<file path="src/rtl/bcnt_pkg.sv">
package bcnt_pkg;

    typedef enum logic [1:0] {
        MODE_CLEAR = 2'd0,
        MODE_LOAD  = 2'd1,
        MODE_COUNT = 2'd2,
        MODE_HOLD  = 2'd3
    } bcnt_mode_e;

    typedef struct packed {
        logic clear;
        logic load;
        logic par_en;
        logic trk_en;
    } bcnt_ctrl_t;

    function automatic bcnt_ctrl_t bcnt_pack_ctrl(input logic clr_n,
                                                  input logic load_n,
                                                  input logic en_par,
                                                  input logic en_trk);
        bcnt_ctrl_t c;
        c.clear  = ~clr_n;
        c.load   = ~load_n;
        c.par_en = en_par;
        c.trk_en = en_trk;
        return c;
    endfunction

endpackage

</file>
<file path="src/rtl/bcnt_mode_sel.sv">
module bcnt_mode_sel
    import bcnt_pkg::*;
(
    input  bcnt_ctrl_t ctrl,
    output bcnt_mode_e mode
);
    always_comb begin
        if (ctrl.clear)
            mode = MODE_CLEAR;
        else if (ctrl.load)
            mode = MODE_LOAD;
        else if (ctrl.par_en && ctrl.trk_en)
            mode = MODE_COUNT;
        else
            mode = MODE_HOLD;
    end
endmodule

</file>
<file path="src/rtl/bcnt_next.sv">
module bcnt_next
    import bcnt_pkg::*;
#(
    parameter int WIDTH = 4
) (
    input  bcnt_mode_e       mode,
    input  logic [WIDTH-1:0] cur,
    input  logic [WIDTH-1:0] din,
    output logic [WIDTH-1:0] nxt
);
    localparam logic [WIDTH-1:0] ONE = WIDTH'(1);

    always_comb begin
        unique case (mode)
            MODE_CLEAR: nxt = '0;
            MODE_LOAD:  nxt = din;
            MODE_COUNT: nxt = cur + ONE;
            default:    nxt = cur;
        endcase
    end
endmodule

</file>
<file path="src/rtl/bcnt_term.sv">
module bcnt_term #(
    parameter int WIDTH = 4
) (
    input  logic [WIDTH-1:0] cur,
    input  logic             trk_en,
    output logic             tc
);
    localparam logic [WIDTH-1:0] ALL_ONES = {WIDTH{1'b1}};

    always_comb tc = trk_en && (cur == ALL_ONES);
endmodule

</file>
<file path="src/rtl/psync_counter.sv">
module psync_counter
    import bcnt_pkg::*;
#(
    parameter int WIDTH       = 4,
    parameter bit ASYNC_CLEAR = 1'b1
) (
    input  logic             clk,
    input  logic             clr_n,
    input  logic             load_n,
    input  logic             en_par,
    input  logic             en_trk,
    input  logic [WIDTH-1:0] din,
    output logic [WIDTH-1:0] count,
    output logic             tc
);
    localparam logic [WIDTH-1:0] ONE      = WIDTH'(1);
    localparam logic [WIDTH-1:0] ALL_ONES = {WIDTH{1'b1}};

    bcnt_ctrl_t       ctrl;
    bcnt_mode_e       mode;
    logic [WIDTH-1:0] cnt_q;
    logic [WIDTH-1:0] cnt_d;

    assign ctrl = bcnt_pack_ctrl(clr_n, load_n, en_par, en_trk);

    bcnt_mode_sel u_mode (
        .ctrl (ctrl),
        .mode (mode)
    );

    bcnt_next #(.WIDTH(WIDTH)) u_next (
        .mode (mode),
        .cur  (cnt_q),
        .din  (din),
        .nxt  (cnt_d)
    );

    bcnt_term #(.WIDTH(WIDTH)) u_term (
        .cur    (cnt_q),
        .trk_en (en_trk),
        .tc     (tc)
    );

    generate
        if (ASYNC_CLEAR) begin : g_async_clr
            always_ff @(posedge clk or negedge clr_n) begin
                if (!clr_n)
                    cnt_q <= '0;
                else
                    cnt_q <= cnt_d;
            end

            // clear holds the register empty while asserted
            a_r3_async_clear: assert property (@(posedge clk)
                !clr_n |-> (count == '0));
        end else begin : g_sync_clr
            always_ff @(posedge clk) begin
                cnt_q <= cnt_d;
            end

            // clear sampled at an edge empties the register after it
            a_r4_sync_clear: assert property (@(posedge clk)
                !clr_n |=> (count == '0));
        end
    endgenerate

    assign count = cnt_q;

    // increment by one when both enables are high and no load
    a_r1_count_step: assert property (@(posedge clk) disable iff (!clr_n)
        (load_n && en_par && en_trk) |=> (count == $past(count) + ONE));

    // load takes din whatever the enables
    a_r2_load_din: assert property (@(posedge clk) disable iff (!clr_n)
        !load_n |=> (count == $past(din)));

    // a low enable freezes the count
    a_r5_hold: assert property (@(posedge clk) disable iff (!clr_n)
        (load_n && !(en_par && en_trk)) |=> $stable(count));

    // terminal count is gated by the trickle enable only
    a_r6_tc_gate: assert property (@(posedge clk) disable iff (!clr_n)
        !en_trk |-> !tc);

    a_r6_tc_full: assert property (@(posedge clk) disable iff (!clr_n)
        (en_trk && count == ALL_ONES) |-> tc);

    // counting out of all ones lands on zero
    a_r7_wrap: assert property (@(posedge clk) disable iff (!clr_n)
        (count == ALL_ONES && load_n && en_par && en_trk) |=> (count == '0));

endmodule

</file>
<file path="config.mk">
export PLATFORM = sky130hd
export DESIGN_NAME = psync_counter
export DESIGN_NICKNAME = d
export VERILOG_FILES = /design/src/rtl/bcnt_pkg.sv /design/src/rtl/bcnt_mode_sel.sv /design/src/rtl/bcnt_next.sv /design/src/rtl/bcnt_term.sv /design/src/rtl/psync_counter.sv
export SDC_FILE = /design/constraint.sdc
export NUM_CORES = 1
export LEC_CHECK = 0
export CAP_MARGIN = 20
export CORE_AREA = 4 4 41 43
export DETAILED_ROUTE_END_ITERATION = 12
export DIE_AREA = 0 0 45 47
export GPL_ROUTABILITY_DRIVEN = 0
export RECOVER_POWER = 50
export REMOVE_ABC_BUFFERS = 1
export SYNTH_ARGS = -nofsm -noshare
export SYNTH_HDL_FRONTEND = slang
export SYNTH_SLANG_ARGS = --single-unit
</file>
<file path="constraint.sdc">
create_clock -name clk -period 2.39 [get_ports clk]
set_clock_uncertainty 0.1 [all_clocks]
set_input_delay 0.478 -clock clk [delete_from_list [all_inputs] [get_ports clk]]
set_output_delay 0.478 -clock clk [all_outputs]
set_load 0.02 [all_outputs]
</file>
### Yosys cells after proc, flatten, opt, wreduce, memory -nomap -nowiden

Cells that the tools add are included.

| storage, ports and cells | value |
|---|---|
| register bits after elaboration | 4 |
| bits in latches | 0 |
| RAM bits | 0 |
| ROM bits | 0 |
| input port bits | 9 |
| output and inout port bits | 5 |
| word-level logic and storage cells | 13 |
| memories kept | 0 |

| operators by class | value |
|---|---|
| add/sub/neg operators | 1 |
| multiply operators | 0 |
| div/mod/pow operators | 0 |
| order comparisons | 0 |
| equal/unequal tests | 3 |
| shift operators | 0 |
| multiplexer cells | 4 |
| bitwise gates (word level) | 0 |
| reductions and logical operators | 4 |

Operators with widths:

| kind | number |
|---|---|
| $pmux W4 S3 | 1 |
| $add A4 B1 Y4 const B | 1 |
| $eq A4 B4 Y1 const B | 1 |
| $mux W2 | 2 |
| $reduce_bool A3 Y1 | 1 |
| $eq A2 B1 Y1 const B | 1 |
| $eq A2 B2 Y1 const B | 1 |
| $logic_and A1 B1 Y1 | 2 |
| $logic_not A2 Y1 | 1 |
| $mux W1 | 1 |

### Longest topological paths before layout

| depth | value |
|---|---|
| word-level depth | 6 |
| mapped depth | 4 |
| depth with buffers taken out | 4 |

### By module

A second synthesis with hierarchy kept.

| second synthesis, totals | value |
|---|---|
| cell total of the unflattened synthesis | 31 |
| area, all modules | 292.8 um^2 |

Modules (own cells, without submodules):

| module | instances | cells each | area each (um^2) | sequential area each (um^2) |
|---|---|---|---|---|
| bcnt_next | 1 | 19 | 158.9 | 0.0 |
| psync_counter | 1 | 6 | 107.6 | 100.1 |
| bcnt_mode_sel | 1 | 3 | 13.8 | 0.0 |
| bcnt_term | 1 | 3 | 12.5 | 0.0 |

### Least setup slack after synthesis

No wires, ideal clock.

| timing | value |
|---|---|
| kind | flip-flop to output port |
| start | register cnt_q[0] (netlist: count[0]) |
| end | output port tc |
| arrival time | 0.943 ns |
| required time | 1.812 ns |
| setup slack | 0.869 ns |
| stages on the path, launching flop included | 3 |
| buffers on the path | 0 |
| path through | dfrtp_1 > ha_1 > and4_2 |

| between the ends | value |
|---|---|
| cells in the longest elaborated chain, start to end | 2 |

RTL lines:

| element | RTL line | RTL |
|---|---|---|
| from (decl) | psync_counter.sv:21 | `logic [WIDTH-1:0] cnt_q;` |
| from (signal assigned) | psync_counter.sv:50 | `cnt_q <= cnt_d;` |
| $eq A4 B4 Y1 | bcnt_term.sv:10 | `always_comb tc = trk_en && (cur == ALL_ONES);` |
| $logic_and A1 B1 Y1 | bcnt_term.sv:10 |  |
| to (decl) | psync_counter.sv:14 | `output logic tc` |

No other way between the ends.

### Worst setup path after layout

| timing | value |
|---|---|
| start | input port en_trk |
| end | output port tc |

| between the ends | value |
|---|---|
| cells in the longest elaborated chain, start to end | 1 |

RTL lines:

| element | RTL line | RTL |
|---|---|---|
| from (decl) | psync_counter.sv:11 | `input logic en_trk,` |
| $logic_and A1 B1 Y1 | bcnt_term.sv:10 |  |

No other way between the ends.

==> qor.json <==
{
  "outcome": {
    "outcome": "finished clean"
  },
  "layout": {
    "largest_reg_flops": 4,
    "finalCoreUtilization_pct": 31.0,
    "final.fill_count": 160,
    "num-nets-final": 53,
    "antenna-diode-count": 0,
    "multiInputGateArea_um2": 121,
    "sequential_cell_area_um2": 100,
    "drive_gt1_share_pct": 12.2,
    "area_delta_synth_final_pct": 78.9
  },
  "worst_setup_path": {
    "largest_fanout_of_any_net_on_the_critical_path": 2,
    "reg2reg_setup_slack_ns": 1.16,
    "crit_arrival_ns": 1.37,
    "kind_of_end_point_of_the_critical_path": "output pin",
    "crit-reg2reg-capture": "count[1]",
    "worst_r2r_startpoint": "count[0]",
    "timing.critical_path.slowest_cell_delay_ns": 0.47,
    "critical_path.endpoint": "tc",
    "cp_data_required_time_ns": 1.81,
    "r2r_cells": 3,
    "setup.worst_path.start_class": "input port",
    "timing.critical_path.cells": "clkdlybuf4s50_1, and4_2, dlymetal6s2s_1",
    "critPathSlowestCell": "clkdlybuf4s50_1",
    "criticalPathCategory": "input port to output pin",
    "setup_crit_start": "en_trk"
  },
  "sta": {
    "rsz0062_at_grt": "no",
    "max_slew.worst_pin.slew_ns": 0.264,
    "hold_violations": 0,
    "fmaxAchievable_mhz": 514,
    "final_period_minus_worst_setup_slack_ns": 1.95,
    "setup-tns-final_ns": 0,
    "period_share_pct": 81.5,
    "slew_headroom_pct": 82.4,
    "maxSlewViolCount": 0,
    "setup_violations": 0
  },
  "detailed_routing": {
    "wl_um": 568,
    "detail_route.first_pass.iterations": 1,
    "ant_nets": 0,
    "routed_via_density": 4.32,
    "wl_per_cell_um": 10.1,
    "initial_drc_count": 0,
    "drc": 0,
    "via_count": 242
  },
  "grt": {
    "grt_antenna_before_repair": 0,
    "grt_first_pass_wirelength_um": 897,
    "grt_start_max_net_pins": 9,
    "first_global_vias": 221,
    "overflow": 0,
    "track_usage_pct": 6.58
  },
  "synthesis": {
    "yosysMostFrequentCell": "dfrtp_1",
    "synthCells": 24,
    "netlist_area_um2": 225,
    "synth_seq_cells": 4,
    "synth.yosys.warnings": 0,
    "top_cell_types_by_occurrence_after_synthesis": "dfrtp_1 (4), nand3_1 (3), o21ai_0 (3)",
    "synthArstFlopShare_pct": 100,
    "synthDominantAreaCellType": "dfrtp_1",
    "synth_area_leaders": "dfrtp_1 (44%), xor2_1 (7.8%), nand3_1 (6.7%), o21ai_0 (6.7%), ha_1 (5.6%)",
    "synth.lib_cells_used.distinct": 15,
    "seq_area_frac_synth_pct": 44.4,
    "edff_count_synth": 0,
    "synth_top_area_share_pct": 44.4,
    "synth.avg_cell_area_um2": 9.38,
    "yosys_most_used_dff": "dfrtp_1"
  },
  "floorplan": {
    "die_width_um": 45,
    "floorplan.die_area_um2": 2120,
    "top_level_ports": 14,
    "initial_core_util_pct": 17.3,
    "num_rows": 13,
    "fp.dieH_um": 47,
    "coreArea_um2": 1300
  },
  "pwr": {
    "leakage_nw": 0.179,
    "vdd_drop_max_uv": 170,
    "power_density_over_the_cells_nw_per_um2": 517
  },
  "clock_tree": {
    "htreeDepth": 1,
    "clkSlewWorstSetupHoldPaths_ns": 0.04,
    "clock_sinks": 4,
    "hold_buffers": 0,
    "cts.root.buffer_cell": "clkbuf_4",
    "numCtsBuffers": 3,
    "cts-resized-gates": 0,
    "buffer_count_from_post_cts_setup_fixing": 0,
    "clock_tree.buffer_depth": 2,
    "clock_tree_from_tritoncts": "yes",
    "clk-insertion-delay-late_ns": 0.23
  },
  "hold_path": {
    "holdCritPathClass": "input port to async pin"
  },
  "placement": {
    "detailed_place_hpwl_um": 477,
    "place.port_buffers": 13
  },
  "job": {
    "drv_cap": 0
  }
}
[cell usage in the layout (no fill, tap or decap)]
cell type,netlist,layout
a211oi_1,1,1
a21oi_1,1,1
a311oi_1,1,1
a31oi_1,1,1
and4_2,1,1
clkbuf_1,0,1
clkbuf_4,0,3
clkdlybuf4s50_1,0,11
dfrtp_1,4,4
dlygate4sd3_1,0,1
dlymetal6s2s_1,0,1
ha_1,1,1
inv_1,1,1
nand2_1,1,1
nand2_2,1,1
nand3_1,3,3
nor2_1,2,2
o21ai_0,3,3
or3_1,1,1
xor2_1,2,2
[stage by stage]
step                power, mW  setup WS (ns)  hold WS (ns)  instances  cell area [um2]
floorplan              0.0958          0.869        0.0824         24              225
global placement        0.127         0.0589         0.493         53              382
detailed placement      0.128         0.0568         0.507         53              382
CTS                     0.216         0.0497         0.381         56              404
global route            0.224          0.382         0.459         56              403
finish                  0.208          0.443         0.452         56              403
[worst min-delay path by stage]
| stage | start | slack, ns | end |
|---|---|---|---|
| 3_5_place_dp | count[3] | 0.51 | count[3] |
| 6_report | clr_n | 0.45 | count[2] |
| 2_1_floorplan | clr_n | 0.08 | count[0] |
| 3_3_place_gp | count[3] | 0.49 | count[3] |
| 4_1_cts | clr_n | 0.38 | count[2] |
| 5_1_grt | clr_n | 0.46 | count[0] |
[logic make-up after synthesis]
kind of cell | count (synthesis) | synth area share, %
AND/OR/NAND/NOR | 9 | 21.7
AO/OA/AOI/OAI | 7 | 18.9
flip-flops | 4 | 44.4
XOR/XNOR | 2 | 7.78
buffers and inverters | 1 | 1.67
adder cells (fa/ha/maj) | 1 | 5.55
[report_power, final]
| group | switching (mW) | internal [mW] | total [mW] |
|---|---|---|---|
| Combinational | 0.0209 | 0.0259 | 0.0468 |
| Sequential | 0.00541 | 0.0731 | 0.0785 |
| Clock | 0.0269 | 0.0561 | 0.0830 |
| Total | 0.0533 | 0.155 | 0.208 |
[layout make-up]
| class | instances | share of cell area [%] |
|---|---|---|
| clock buffer | 3 | 5.59 |
| multi-input combinational | 19 | 30.1 |
| tap | 15 | 4.66 |
| inverter | 1 | 0.932 |
| timing repair buffer | 14 | 33.9 |
| sequential | 4 | 24.8 |
[worst max-delay path: cells and delay by family]
kind | cells | cell delay (ns)
and+or+nand+nor | 1 | 0.21
buffers and inverters | 2 | 0.69
[routing by layer]
metal  track usage (%)  routed length [um]  vias to the layer above
li1                  -                   -                      123
met1              8.28                 273                      106
met2              7.34                 220                       13
met3              2.30                  75                        0
met4              8.77                   0                        0
met5                 0                   0                        -
Power figures use the tool's default switching activity.
